[src/rtl/afr_pkg.sv]
package afr_pkg;
  localparam int unsigned REG_DW = 32;

  typedef enum logic {
    PORT_IC  = 1'b0,
    PORT_MEM = 1'b1
  } route_e;
endpackage

[src/rtl/afr_regs.sv]
module afr_regs #(
  parameter int unsigned ADDR_W    = 32,
  parameter int unsigned GRAN_LOG2 = 20,
  parameter int unsigned REG_AW    = 12,
  parameter logic [REG_AW-1:0] LO_OFS = 12'hC00,
  parameter logic [REG_AW-1:0] HI_OFS = 12'hC04,
  parameter logic [ADDR_W-1:0] LO_RST = 32'h0010_0000,
  parameter logic              EN_RST = 1'b1,
  parameter logic [ADDR_W-1:0] HI_RST = 32'hC000_0000,
  localparam int unsigned FIELD_W = ADDR_W - GRAN_LOG2
) (
  input  logic                       clk,
  input  logic                       rst_n,
  input  logic                       wen,
  input  logic [REG_AW-1:0]          addr,
  input  logic [afr_pkg::REG_DW-1:0] wdata,
  output logic [afr_pkg::REG_DW-1:0] rdata,
  output logic [FIELD_W-1:0]         lo_field,
  output logic [FIELD_W-1:0]         hi_field,
  output logic                       enable
);
  logic [FIELD_W-1:0] lo_q, hi_q;
  logic               en_q;
  logic               unused_resv;

  assign unused_resv = ^wdata[GRAN_LOG2-1:1];

  always_ff @(posedge clk) begin
    if (!rst_n) begin
      lo_q <= LO_RST[ADDR_W-1:GRAN_LOG2];
      en_q <= EN_RST;
      hi_q <= HI_RST[ADDR_W-1:GRAN_LOG2];
    end else if (wen) begin
      if (addr == LO_OFS) begin
        lo_q <= wdata[ADDR_W-1:GRAN_LOG2];
        en_q <= wdata[0];
      end else if (addr == HI_OFS) begin
        hi_q <= wdata[ADDR_W-1:GRAN_LOG2];
      end
    end
  end

  always_comb begin
    rdata = '0;
    if (addr == LO_OFS) begin
      rdata[ADDR_W-1:GRAN_LOG2] = lo_q;
      rdata[0]                  = en_q;
    end else if (addr == HI_OFS) begin
      rdata[ADDR_W-1:GRAN_LOG2] = hi_q;
    end
  end

  assign lo_field = lo_q;
  assign hi_field = hi_q;
  assign enable   = en_q;

  // reserved bits never read back as ones
  assert_resv_zero_R2: assert property (@(posedge clk) disable iff (!rst_n)
    (addr == LO_OFS) |-> (rdata[GRAN_LOG2-1:1] == '0));
  assert_resv_hi_zero_R2: assert property (@(posedge clk) disable iff (!rst_n)
    (addr == HI_OFS) |-> (rdata[GRAN_LOG2-1:0] == '0));
  // unmapped offsets read as zero and leave the registers alone
  assert_unmapped_R3: assert property (@(posedge clk) disable iff (!rst_n)
    (addr != LO_OFS && addr != HI_OFS) |-> (rdata == '0));
  assert_unmapped_wr_R3: assert property (@(posedge clk) disable iff (!rst_n)
    (wen && addr != LO_OFS && addr != HI_OFS) |=>
      ($stable(lo_q) && $stable(hi_q) && $stable(en_q)));
  // values right after reset release
  assert_reset_R1: assert property (@(posedge clk) disable iff (!rst_n)
    $rose(rst_n) |-> (lo_q == LO_RST[ADDR_W-1:GRAN_LOG2] && en_q == EN_RST &&
                      hi_q == HI_RST[ADDR_W-1:GRAN_LOG2]));
endmodule

[src/rtl/afr_window_cmp.sv]
module afr_window_cmp #(
  parameter int unsigned ADDR_W    = 32,
  parameter int unsigned GRAN_LOG2 = 20,
  localparam int unsigned FIELD_W = ADDR_W - GRAN_LOG2
) (
  input  logic [ADDR_W-1:0]  addr,
  input  logic [FIELD_W-1:0] lo_field,
  input  logic [FIELD_W-1:0] hi_field,
  input  logic               enable,
  output afr_pkg::route_e    route
);
  logic [FIELD_W-1:0] page;
  logic               ge_lo, lt_hi;
  logic               unused_low;

  assign page       = addr[ADDR_W-1:GRAN_LOG2];
  assign unused_low = ^addr[GRAN_LOG2-1:0];
  assign ge_lo      = (page >= lo_field);
  assign lt_hi      = (page <  hi_field);
  assign route      = (enable && ge_lo && lt_hi) ? afr_pkg::PORT_MEM : afr_pkg::PORT_IC;
endmodule

[src/rtl/afr_route_hold.sv]
module afr_route_hold (
  input  logic            clk,
  input  logic            rst_n,
  input  logic            req_valid,
  input  afr_pkg::route_e fresh_route,
  input  logic            m0_ready,
  input  logic            m1_ready,
  output afr_pkg::route_e cur_route,
  output logic            held,
  output logic            req_ready,
  output logic            m0_valid,
  output logic            m1_valid
);
  afr_pkg::route_e held_route_q;
  logic            held_q;

  assign held      = held_q;
  assign cur_route = held_q ? held_route_q : fresh_route;
  assign req_ready = (cur_route == afr_pkg::PORT_MEM) ? m1_ready : m0_ready;
  assign m1_valid  = req_valid && (cur_route == afr_pkg::PORT_MEM);
  assign m0_valid  = req_valid && (cur_route == afr_pkg::PORT_IC);

  always_ff @(posedge clk) begin
    if (!rst_n) begin
      held_q       <= 1'b0;
      held_route_q <= afr_pkg::PORT_IC;
    end else begin
      held_q       <= req_valid && !req_ready;
      held_route_q <= cur_route;
    end
  end

  // one downstream valid per upstream valid
  assert_one_port_R7: assert property (@(posedge clk) disable iff (!rst_n)
    $onehot0({m0_valid, m1_valid}) && (req_valid == (m0_valid || m1_valid)));
  // a stalled request keeps its port
  assert_stall_keeps_R8: assert property (@(posedge clk) disable iff (!rst_n)
    (req_valid && !req_ready) |=> (!req_valid || (m1_valid == $past(m1_valid))));
endmodule

[src/rtl/cache_addr_filter_router.sv]
module cache_addr_filter_router #(
  parameter int unsigned ADDR_W    = 32,
  parameter int unsigned GRAN_LOG2 = 20,
  parameter int unsigned REG_AW    = 12,
  parameter logic [REG_AW-1:0] LO_OFS = 12'hC00,
  parameter logic [REG_AW-1:0] HI_OFS = 12'hC04,
  parameter logic [ADDR_W-1:0] LO_RST = 32'h0010_0000,
  parameter logic              EN_RST = 1'b1,
  parameter logic [ADDR_W-1:0] HI_RST = 32'hC000_0000
) (
  input  logic                       clk,
  input  logic                       rst_n,
  input  logic                       reg_wen,
  input  logic [REG_AW-1:0]          reg_addr,
  input  logic [afr_pkg::REG_DW-1:0] reg_wdata,
  output logic [afr_pkg::REG_DW-1:0] reg_rdata,
  input  logic                       req_valid,
  output logic                       req_ready,
  input  logic [ADDR_W-1:0]          req_addr,
  output logic                       m0_valid,
  input  logic                       m0_ready,
  output logic [ADDR_W-1:0]          m0_addr,
  output logic                       m1_valid,
  input  logic                       m1_ready,
  output logic [ADDR_W-1:0]          m1_addr
);
  localparam int unsigned FIELD_W = ADDR_W - GRAN_LOG2;

  logic [FIELD_W-1:0] lo_field, hi_field;
  logic               enable, held;
  afr_pkg::route_e    fresh_route, cur_route;

  afr_regs #(
    .ADDR_W(ADDR_W), .GRAN_LOG2(GRAN_LOG2), .REG_AW(REG_AW),
    .LO_OFS(LO_OFS), .HI_OFS(HI_OFS),
    .LO_RST(LO_RST), .EN_RST(EN_RST), .HI_RST(HI_RST)
  ) u_regs (
    .clk(clk), .rst_n(rst_n), .wen(reg_wen), .addr(reg_addr),
    .wdata(reg_wdata), .rdata(reg_rdata),
    .lo_field(lo_field), .hi_field(hi_field), .enable(enable)
  );

  afr_window_cmp #(.ADDR_W(ADDR_W), .GRAN_LOG2(GRAN_LOG2)) u_cmp (
    .addr(req_addr), .lo_field(lo_field), .hi_field(hi_field),
    .enable(enable), .route(fresh_route)
  );

  afr_route_hold u_hold (
    .clk(clk), .rst_n(rst_n), .req_valid(req_valid),
    .fresh_route(fresh_route), .m0_ready(m0_ready), .m1_ready(m1_ready),
    .cur_route(cur_route), .held(held), .req_ready(req_ready),
    .m0_valid(m0_valid), .m1_valid(m1_valid)
  );

  assign m0_addr = req_addr;
  assign m1_addr = req_addr;

  // disabled filter sends fresh requests to the interconnect
  assert_disabled_m0_R5: assert property (@(posedge clk) disable iff (!rst_n)
    (req_valid && !held && !enable) |-> (m0_valid && !m1_valid));
  // empty window never selects the memory port for a fresh request
  assert_empty_window_R6: assert property (@(posedge clk) disable iff (!rst_n)
    (req_valid && !held && (lo_field >= hi_field)) |-> !m1_valid);
  // in-window enabled fresh request reaches the memory port
  assert_in_window_R4: assert property (@(posedge clk) disable iff (!rst_n)
    (req_valid && !held && enable &&
     req_addr[ADDR_W-1:GRAN_LOG2] >= lo_field &&
     req_addr[ADDR_W-1:GRAN_LOG2] <  hi_field) |-> (m1_valid && m1_addr == req_addr));
  // ready follows the chosen port
  assert_ready_follow_R7: assert property (@(posedge clk) disable iff (!rst_n)
    req_valid |-> (req_ready == ((cur_route == afr_pkg::PORT_MEM) ? m1_ready : m0_ready)));
endmodule

[config.mk]
export PLATFORM = sky130hd
export DESIGN_NAME = cache_addr_filter_router
export DESIGN_NICKNAME = d
export VERILOG_FILES = /design/src/rtl/afr_pkg.sv /design/src/rtl/afr_regs.sv /design/src/rtl/afr_window_cmp.sv /design/src/rtl/afr_route_hold.sv /design/src/rtl/cache_addr_filter_router.sv
export SDC_FILE = /design/constraint.sdc
export NUM_CORES = 1
export LEC_CHECK = 0
export ABC_AREA = 1
export BUFFER_PORTS_ARGS = -buffer_cell sky130_fd_sc_hd__buf_2
export CAP_MARGIN = 20
export CELL_PAD_IN_SITES_DETAIL_PLACEMENT = 0
export CELL_PAD_IN_SITES_GLOBAL_PLACEMENT = 1
export CORE_ASPECT_RATIO = 1.5
export CORE_MARGIN = 5
export CORE_UTILIZATION = 29
export DETAILED_ROUTE_END_ITERATION = 10
export PLACE_DENSITY = 0.85
export SLEW_MARGIN = 20
export SYNTH_ARGS = -nofsm -noshare
export SYNTH_HDL_FRONTEND = slang
export SYNTH_SLANG_ARGS = --single-unit
[constraint.sdc]
create_clock -name clk -period 4.9 [get_ports clk]
set_input_delay 0.98 -clock clk [delete_from_list [all_inputs] [get_ports clk]]
set_output_delay 0.98 -clock clk [all_outputs]
set_load 0.005 [all_outputs]
Yosys cells after proc, flatten, opt, wreduce, memory -nomap -nowiden
Cells that the tools add are included.
{"block": "op_classes", "mux": 6, "order_cmp": 2, "n_bitwise": 2, "reduce_logical": 8, "eq_ne": 2}
{"cell": "$eq A12 B12 Y1 const B", "count": 2}
{"cell": "$mux W12", "count": 2}
{"cell": "$ge A12 B12 Y1", "count": 1}
{"cell": "$lt A12 B12 Y1", "count": 1}
{"cell": "$logic_and A1 B1 Y1", "count": 5}
{"cell": "$mux W1", "count": 4}
{"cell": "$reduce_and A3 Y1", "count": 1}
{"cell": "$not A1 Y1", "count": 2}
{"cell": "$reduce_and A2 Y1", "count": 1}
{"cell": "$logic_not A1 Y1", "count": 1}
{"block": "totals", "in_bits": 82, "out_inout_bits": 99, "wordCells": 25, "register_bits": 27}

Logic depth before layout (Yosys ltp)
Gate-level depths: netlist (run 1).
{"block": "logic_depth", "word_depth": 8, "depth_mapped": 14, "depth_no_buf": 14}

Hierarchy
Synthesis (run 1) repeated with hierarchy kept, for this count alone.
{"block": "unflattened", "cells_unflattened": 406, "area_unflattened_um2": 2651.3}
{"mod": "afr_regs", "cells_each": 206, "instances": 1, "area_each_um2": 1365.1}
{"mod": "afr_window_cmp", "cells_each": 115, "instances": 1, "area_each_um2": 674.4}
{"mod": "cache_addr_filter_router", "cells_each": 64, "instances": 1, "area_each_um2": 480.5}
{"mod": "afr_route_hold", "cells_each": 21, "instances": 1, "area_each_um2": 131.4}

Worst setup path after synthesis (run 1)
OpenSTA, ideal clock, no wires.
{"block": "synth_path", "kind": "input -> output", "from": "input req_addr[31]", "to": "output m1_valid", "path_slack_ps": 1887, "stages": 11, "arrival_time_ps": 2033, "path_cell_list": "ha_1 nand2_1 nor2_1 nand2_1 nor2_1 nand2_1 a21oi_1 nand2_1 nand2_2 inv_1 nor2_1"}
{"block": "synth_via", "elab_chain_cells": 6, "word_cells_on_any_way": 7, "classes_between": "order compare (2); mux (2); reduce/logical (3)"}
{"item": "start, declared", "line_no": "cache_addr_filter_router.sv:19", "rtl": "input logic [ADDR_W-1:0] req_addr,"}
{"item": "$ge A12 B12 Y1", "line_no": "afr_window_cmp.sv:18", "rtl": "assign ge_lo = (page >= lo_field);"}
{"item": "$logic_and A1 B1 Y1", "line_no": "afr_window_cmp.sv:20", "rtl": "assign route = (enable && ge_lo && lt_hi) ? afr_pkg::PORT_MEM : afr_pkg::PORT_IC;"}
{"item": "$logic_and A1 B1 Y1 (*)", "line_no": "afr_window_cmp.sv:20"}
{"item": "$mux W1 (*)", "line_no": "afr_window_cmp.sv:20"}
{"item": "$mux W1 (*)", "line_no": "afr_route_hold.sv:18", "rtl": "assign cur_route = held_q ? held_route_q : fresh_route;"}
{"item": "$logic_and A1 B1 Y1 (*)", "line_no": "afr_route_hold.sv:20", "rtl": "assign m1_valid = req_valid && (cur_route == afr_pkg::PORT_MEM);"}
{"item": "end, declared", "line_no": "cache_addr_filter_router.sv:23", "rtl": "output logic m1_valid,"}
Every way passes the cells marked *; elsewhere a longest branch is shown, timed or not.

Worst setup path in the final report (run 1)
{"block": "layout_path", "from": "input req_addr[31]", "to": "output req_ready"}
{"block": "layout_via", "elab_chain_cells": 6, "word_cells_on_any_way": 7, "classes_between": "order compare (2); mux (3); reduce/logical (2)"}
{"item": "$ge A12 B12 Y1", "line_no": "afr_window_cmp.sv:18"}
{"item": "$logic_and A1 B1 Y1", "line_no": "afr_window_cmp.sv:20"}
{"item": "$logic_and A1 B1 Y1 (*)", "line_no": "afr_window_cmp.sv:20"}
{"item": "$mux W1 (*)", "line_no": "afr_window_cmp.sv:20"}
{"item": "$mux W1 (*)", "line_no": "afr_route_hold.sv:18"}
{"item": "$mux W1 (*)", "line_no": "afr_route_hold.sv:19", "rtl": "assign req_ready = (cur_route == afr_pkg::PORT_MEM) ? m1_ready : m0_ready;"}
{"item": "end, declared", "line_no": "cache_addr_filter_router.sv:18", "rtl": "output logic req_ready,"}
Marked as above.

==> summary.txt, run 1 <==
Tcrit/Tclk final - 69.5%
Setup TNS - 0 ps
RSZ-0062 raised after global routing - no
Reg-to-reg endpoint - u_hold.held$_SDFF_PN0_
Core Area - 0.00806 mm2
Commonest cells post-synth - 83 x buf_4, 47 x inv_1, 46 x nand2_1, 28 x a21oi_1, 27 x dfxtp_1
Reg clk slew, reported paths - 70 ps
CP Capture Type - output port
Fmax - 294 MHz
Hold Crit Class - reg -> reg
Initial antenna violation count - 0
Post-Syn Area - 0.00241 mm2
Synth Instances - 337
Slowest CP cell - ha_1
CTS root buf - clkbuf_16
Hold Startpoint - u_regs.hi_field[10]$_SDFFE_PN1P_
Largest net degree at the start of global routing - 28
DR vias - 1978
First-pass GRT wire length - 9420 um
Rows - 40
Kind of critical path - in -> out
CP Data Arrival Time - 2420 ps
Top-count cell post-synth - buf_4
VDD IR max - 0.117 mV
Hold Vio Cnt, Final - 0
Yosys top cell by area - buf_4
CP startpoint kind - primary input
Net Sw Power - 0.131 mW
Layout cells sized above 1 - 27.2%
Critical Path Most Common Cell - nand2_1
PwrDens - 206 mW/mm2
Gr ovfl total - 0
Clk network pwr share - 38.2%
Gr usage total - 11.6%
Vias in the first global route - 1905
I/O pin cnt - 181
Final min period - 3400 ps
Die area - 0.0103 mm2
Average size of a mapped cell - 7.14 um2
Final HPWL DP - 4890 um
CTS H-Tree Depth - 1
Num CTS Buffers - 3
DRT iter0 DRCs - 60
CP Max Fanout - 4
TritonRoute pass-1 iters - 4
Post-synth EDFFs - 0
Worst reg2reg path depth - 13
Detail Route Antenna Nets - 0
Fin. max-slew vios - 0
Hold-fix buffers, CTS - 0
Post-Route WL - 6100 um
Final setup fails - 0
Synth warn - 0
Combinational share of power - 17.5%
Worst skew pair latency - 260 ps
RePlAce Congestion - 0.830
Synth cell types - 23
Residual DRC - 0
CTS tree - done
# diodes - 0
Post-CTS repair timing setup buffer count - 0
Max Buffers Root-to-Sink - 2
Port Buffers - 82
Most used DFF post-synth - dfxtp_1
Seq/Total Area, Yosys - 22.5%
Initial Utilization - 29.9%
Worst Path Required - 3920 ps
Max Clock Skew - 3.92 ps
Sink Count - 27
Async SR Flop Fraction - 0%
Post-DR wirelength/cell - 13.4 um
WHS Endpoint - u_regs.hi_field[10]$_SDFFE_PN1P_
Worst hold margin - 462 ps
Tightest Pin Transition - 637 ps
Sequential share of power - 44.3%
Synth area leaders - buf_4 26%, dfxtp_1 22%, ha_1 12%
Final nets - 455
Sw frac - 26.2%
Max incr delay on CP - 300 ps
Fillers - 898
Worst Hold Depth - 2
Internal Power - 0.369 mW
Relative slew slack - 57.4%
Share of the synthesized area in the top cell type - 25.9%
Post-CTS resize count - 0
Leak - 1.24 nW
Die X-Extent - 84.4 um
Area grow syn2layout - 0.520%
Height of the die - 122 um
FF+latch count, synth - 27
Startpoint of the worst register-to-register path - u_regs.lo_field[11]$_SDFFE_PN0P_
Routed vias/inst - 4.36
Status - finished clean
Crit path cell chain - buf_2, ha_1, nand2_1, nor2_1, nand2_1, nor2_1, nand2_1, a21oi_1, nand2_1, nand2_2, nand2_1, nand2_2, buf_2
Max-cap violations - 0
Reg2Reg Setup Slack - 3200 ps
==> power groups by stage <==
stage	registers (mW)	logic [mW]	clock network [mW]
global placement	0.226	0.0869	0
CTS	0.221	0.0891	0.198
global route	0.221	0.101	0.208
detailed placement	0.226	0.0887	0
finish	0.221	0.0875	0.191
floorplan	0.226	0.0951	0
==> worst max-delay path, delay by kind of cell <==
kind	cells	cell delay [ps]
adders and majority gates	1	300
buffers and inverters	2	240
and+or+nand+nor	9	750
AOI/OAI and AO/OA	1	140
==> routing by layer <==
layer | share of wire [%] | vias to the layer above | track usage (%)
met2 | 51 | 81 | 21.1
met4 | 4.4 | 0 | 6.34
met3 | 10 | 24 | 2.71
met5 | 0 | - | 0
li1 | - | 1009 | -
met1 | 35 | 864 | 12.2
==> kinds of logic (layout without fill, tap and decap cells) <==
logic type / after synthesis / after routing / synth area share [%]
other cells: 1 / 19 / 0.156
compound gates: 61 / 61 / 13.3
fa+ha+maj: 23 / 23 / 12.0
flops: 27 / 27 / 22.5
simple gates: 85 / 85 / 16.6
buf+inv: 140 / 134 / 35.6
==> area by class of cell <==
| class | count | area (um2) | area share, % |
|---|---|---|---|
| Timing Repair Buffer | 82 | 410 | 17.0 |
| Clock inverter | 1 | 5.00 | 0.207 |
| Sequential cell | 27 | 541 | 22.3 |
| Multi-Input combinational cell | 188 | 1080 | 44.5 |
| Inverter | 48 | 180 | 7.45 |
| Tap cell | 105 | 131 | 5.43 |
| Clock buffer | 3 | 75.1 | 3.10 |
==> through the flow <==
step	setup slack [ps]	std cells	total power [mW]	instance area, um2	util (%)
6_report	1500	454	0.499	2420	30.0
3_3_place_gp	1490	450	0.313	2340	29.0
2_1_floorplan	1890	355	0.321	2470	-
4_1_cts	1470	454	0.509	2420	30.0
5_1_grt	1290	454	0.531	2420	30.0
3_5_place_dp	1480	450	0.315	2340	29.0
==> cell usage in the layout, fill, tap and decap left out, drive strengths merged <==
cell type	instances
a21oi	28
buf	82
clkbuf	3
clkinv	1
conb	19
dfxtp	27
ha	23
inv	48
nand2	50
nand3	11
nand4	8
nor2	12
nor3	3
nor4	1
o21ai	22
o22ai	11
==> worst max-delay path by stage <==
stage / startpoint / endpoint
after floorplan: req_addr[31] / m1_valid
after global placement: req_addr[31] / req_ready
after detailed placement: req_addr[31] / req_ready
after CTS: req_addr[31] / req_ready
after global routing: req_addr[31] / m1_valid
final: req_addr[31] / req_ready
==> state kept, by name, summed over array words and instances (netlist names) <==
register	flops
u_regs.enable	1
u_hold.held	1
u_regs.hi_field	12
u_regs.lo_field	12
u_hold.held_route_q	1
Power figures use the tool's default switching activity.
==> run 2, diff against run 1 <==
--- a/config.mk
+++ b/config.mk
@@ -12,9 +12,9 @@
 export CELL_PAD_IN_SITES_GLOBAL_PLACEMENT = 1
 export CORE_ASPECT_RATIO = 1.5
 export CORE_MARGIN = 5
-export CORE_UTILIZATION = 29
+export CORE_UTILIZATION = 26
 export DETAILED_ROUTE_END_ITERATION = 10
-export PLACE_DENSITY = 0.85
+export PLACE_DENSITY = 0.77
 export SLEW_MARGIN = 20
 export SYNTH_ARGS = -nofsm -noshare
 export SYNTH_HDL_FRONTEND = slang
==> constraint.sdc (replaced) <==
create_clock -name clk -period 3.55 [get_ports clk]
set_input_delay 0.71 -clock clk [delete_from_list [all_inputs] [get_ports clk]]
set_output_delay 0.71 -clock clk [all_outputs]
set_load 0.005 [all_outputs]
==> run 2 against run 1 <==
Compared with the run above: clock-buffer cell count unchanged; global-route usage down 1.4 points; largest cell class unchanged; power up 37%; critical path depth unchanged; utilization down 3.5 points; highest routed layer unchanged.
==> summary.txt, run 2 (synthesis gave the netlist of run 1 again) <==
Core Area - 0.00915 mm2
CP Data Arrival Time - 2150 ps
Placed Cells - 457
Register area - 541 um2
Commonest non-fill, non-tap cell in the layout - buf_2
DRT iter0 DRCs - 29
Post-Layout Cell Count - 461
VDD IR max - 0.144 mV
# diodes - 0
Detail Route Antenna Nets - 0
Status - finished clean
Hold-fix buffers, CTS - 0
Max Buffers Root-to-Sink - 2
Hold Startpoint - u_regs.hi_field[10]$_SDFFE_PN1P_
Vias in the first global route - 1855
DP Area - 0.00235 mm2
Tcrit/Tclk final - 80.5%
CTS tree - done
CP Capture Type - output port
Footprint of the multi-input gates - 0.00108 mm2
Worst Path Required - 2840 ps
First-pass GRT wire length - 8940 um
Hold Crit Class - reg -> reg
Post-Route WL - 5980 um
Area grow syn2layout - 0.884%
I/O pin cnt - 181
Final nets - 455
Post-route cell area - 0.00243 mm2
Fillers - 1035
CP Max Fanout - 4
Crit path buf inv count - 3
Final min period - 2860 ps
Gr usage total - 10.2%
Final setup fails - 0
RePlAce Congestion - 0.773
Slowest CP cell - ha_1
Num CTS Buffers - 3
TritonRoute pass-1 iters - 4
Leak - 1.24 nW
Fin. max-slew vios - 0
Fmax - 350 MHz
Sink Count - 27
Max incr delay on CP - 300 ps
Commonest cells after routing, fill and taps aside - 82 x buf_2, 47 x inv_1, 46 x nand2_1, 28 x a21oi_1, 27 x dfxtp_1
Critical Path Most Common Cell - nand2_1
Startpoint of the worst register-to-register path - u_regs.lo_field[11]$_SDFFE_PN0P_
CTS root buf - clkbuf_16
Rows - 43
Tightest Pin Transition - 597 ps
Initial Utilization - 26.3%
Hold Vio Cnt, Final - 0
Post-DR wirelength/cell - 13.0 um
Gr ovfl total - 0
Max-cap violations - 0
Layout cells sized above 1 - 27.2%
CTS H-Tree Depth - 1
Crit path cell chain - buf_2, ha_1, nand2_1, nor2_1, nand2_1, nor2_1, nand2_1, a21oi_1, nand2_1, nand2_2, inv_1, nor2_1, buf_2
Post-CTS repair timing setup buffer count - 0
PwrDens - 282 mW/mm2
CP startpoint - req_addr[31]
Kind of critical path - in -> out
Final HPWL DP - 4860 um
Residual DRC - 0
Setup TNS - 0 ps
Post-CTS resize count - 0
Initial antenna violation count - 0
RSZ-0062 raised after global routing - no
CP startpoint kind - primary input
Reg clk slew, reported paths - 70 ps
Port Buffers - 82
Routed vias/inst - 4.25
Relative slew slack - 60.1%
Die area - 0.0113 mm2
Height of the die - 128 um
Max Clock Skew - 3.59 ps
Kind of cell adding the most delay to the critical path - simple AND/OR/NAND/NOR gates
Die X-Extent - 88.6 um
Worst skew pair latency - 260 ps
Layout Utilization - 26.6%
Largest net degree at the start of global routing - 28
DR vias - 1959
run 2: cell counts in the layout (fill, tap and decap cells not counted):
No cell type changed its count.
run 2: cell type report:
cell class | instances | share of cell area (%)
Clock buffer | 3 | 3.09
Clock inverter | 1 | 0.206
Inverter | 48 | 7.42
Multi-Input combinational cell | 188 | 44.4
Sequential cell | 27 | 22.3
Tap cell | 112 | 5.77
Timing Repair Buffer | 82 | 16.9
run 2: worst reg2reg max path, delay by kind of cell, from the launching register on:
family	cells	cell delay, ps
AND/OR/NAND/NOR	10	790
flip-flops	1	310
adder cells (fa/ha/maj)	1	290
AO/OA/AOI/OAI	1	130
buffers and inverters	1	60
run 2: final timing paths:
check	to	slack, ps	depth (start not counted)
max	m1_valid	690	13
min	u_regs.hi_field[10]$_SDFFE_PN1P_	460	2
max reg2reg	u_hold.held$_SDFF_PN0_	1870	13
min reg2reg	u_regs.hi_field[10]$_SDFFE_PN1P_	460	2
run 2: metal layers:
metal | global-route usage, % | up-vias | wire length, um
li1 | - | 1007 | -
met1 | 10.8 | 838 | 2110
met2 | 18.0 | 80 | 2950
met3 | 1.67 | 34 | 620
met4 | 6.85 | 0 | 295
met5 | 0 | - | 0
run 2: stage by stage:
stage          total power [mW]  hold slack [ps]  setup WS [ps]
6_report                  0.686              456            693
3_5_place_dp              0.434              446            656
3_3_place_gp              0.433              442            671
4_1_cts                   0.700              464            641
2_1_floorplan             0.443              429           1080
5_1_grt                   0.727              479            420
run 2: power breakdown:
group          switching (mW)  total (mW)  internal (mW)  leakage (nW)
registers            0.000721       0.305          0.305         0.218
clock network           0.109       0.261          0.152        0.0409
logic                  0.0680       0.120         0.0516         0.983
==> run 3, diff against run 2 <==
--- a/config.mk
+++ b/config.mk
@@ -12,9 +12,9 @@
 export CELL_PAD_IN_SITES_GLOBAL_PLACEMENT = 1
 export CORE_ASPECT_RATIO = 1.5
 export CORE_MARGIN = 5
-export CORE_UTILIZATION = 26
+export CORE_UTILIZATION = 24
 export DETAILED_ROUTE_END_ITERATION = 10
-export PLACE_DENSITY = 0.77
+export PLACE_DENSITY = 0.75
 export SLEW_MARGIN = 20
 export SYNTH_ARGS = -nofsm -noshare
 export SYNTH_HDL_FRONTEND = slang
==> constraint.sdc (replaced) <==
create_clock -name clk -period 2.3 [get_ports clk]
set_input_delay 0.46 -clock clk [delete_from_list [all_inputs] [get_ports clk]]
set_output_delay 0.46 -clock clk [all_outputs]
set_load 0.005 [all_outputs]
==> run 3 against run 2 <==
Compared with the run above: non-clock buffer count is 15 higher; via count is 3.5% higher; setup slack worse by 670 ps; combinational power is 90% higher; critical path type is now reg -> out; critical endpoint unchanged; largest cell class unchanged; highest routed layer unchanged.
==> summary.txt, run 3 (synthesis gave the netlist of run 1 again) <==
Status - finished clean
CP Capture Type - output port
Gr ovfl total - 0
Final nets - 470
Largest net degree at the start of global routing - 28
PwrDens - 407 mW/mm2
Rows - 44
I/O pin cnt - 181
Max Clock Skew - 4.91 ps
Final setup fails - 0
VDD IR max - 0.178 mV
Routed vias/inst - 4.23
CTS tree - done
Detail Route Antenna Nets - 0
Tcrit/Tclk final - 99.1%
Gr usage total - 10.3%
Hold-fix buffers, CTS - 0
Reg clk slew, reported paths - 70 ps
Final min period - 2280 ps
Setup TNS - 0 ps
Max Buffers Root-to-Sink - 2
Post-Route WL - 6470 um
CTS root buf - clkbuf_16
Die X-Extent - 91.8 um
Fin. max-slew vios - 0
Fmax - 439 MHz
CTS H-Tree Depth - 1
Hold Vio Cnt, Final - 0
# diodes - 0
CP Data Arrival Time - 1820 ps
Final HPWL DP - 5140 um
CP startpoint kind - flop
Die area - 0.0122 mm2
Vias in the first global route - 2015
Register area - 546 um2
DRT iter0 DRCs - 21
Kind of critical path - reg -> out
Initial Utilization - 24.7%
Area grow syn2layout - 12.5%
Layout Utilization - 27.8%
Leak - 1.33 nW
Worst setup slack after placement - -62.2 ps
Commonest cells after routing, fill and taps aside - 82 x buf_2, 41 x inv_1, 41 x nand2_1, 25 x a21oi_1, 23 x dfxtp_1
TritonRoute pass-1 iters - 4
Max-cap violations - 0
Core Area - 0.00974 mm2
Height of the die - 133 um
DR vias - 2027
Fillers - 1050
Commonest non-fill, non-tap cell in the layout - buf_2
Port Buffers - 82
CP Max Fanout - 3
First-pass GRT wire length - 9890 um
RSZ-0062 raised after global routing - yes
Hold Crit Class - in -> reg
Worst hold margin - 441 ps
Layout cells sized above 1 - 37.6%
Worst Path Required - 1840 ps
Footprint of the multi-input gates - 0.00124 mm2
Initial antenna violation count - 0
Num CTS Buffers - 3
Sink Count - 27
Overall power - 1.10 mW
RePlAce Congestion - 0.746
Residual DRC - 0
Worst skew pair latency - 260 ps
Post-DR wirelength/cell - 13.5 um
Worst setup margin - 19.6 ps
==> run 3: metal layers <==
metal	up-vias	track usage, %	part of all wire [%]
li1	1041	-	-
met1	876	10.3	36
met2	72	18.4	49
met3	38	2.61	9.0
met4	0	6.69	5.4
met5	-	0	0
==> run 3: stage by stage <==
step,cells,instance area (um2)
3_5_place_dp,470,2430
5_1_grt,479,2710
2_1_floorplan,355,2470
3_3_place_gp,470,2430
6_report,479,2710
4_1_cts,479,2660
==> run 3: power by group <==
part	internal (mW)	total, mW	switching (mW)	leakage [nW]
Sequential	0.470	0.471	0.00120	0.219
Combinational	0.107	0.228	0.121	1.07
Clock	0.238	0.403	0.165	0.0382
Total	0.815	1.10	0.288	1.33
==> run 3: final cells by class <==
class                   count  share of cell area, %
multi-input cells         188                   45.7
flip-flops and latches     27                   20.1
repair buffers             97                   19.3
inverters                  48                   6.65
well taps                 115                   5.31
clock buffers               4                   2.91
==> run 3: worst paths after layout <==
path | to | slack (ps) | from | depth (start not counted)
setup / recovery | m1_valid | 20 | u_regs.lo_field[10]$_SDFFE_PN0P_ | 13
hold / removal | u_hold.held$_SDFF_PN0_ | 440 | req_valid | 3
setup reg to reg | u_hold.held_route_q$_SDFF_PN0_ | 580 | u_regs.lo_field[10]$_SDFFE_PN0P_ | 14
hold reg to reg | u_regs.hi_field[11]$_SDFFE_PN1P_ | 450 | u_regs.hi_field[11]$_SDFFE_PN1P_ | 2
==> run 3: worst max-delay path, stage by stage, from the launching register on <==
cell and delay [ps]:
dfxtp_1 320, inv_2 60, ha_4 270, nand2_4 50, nor2_4 90, nand2_1 60
nor2_1 80, nand2_1 80, a21oi_2 150, nand2_2 100, nand2_4 80, inv_2 40
nor2_1 80, buf_2 110
==> run 3: what timing repair did <==
item	in CTS	in global routing
pin swaps	15	5
gates resized for setup	26	6
setup endpoints to repair	3	3
setup buffers	5	0
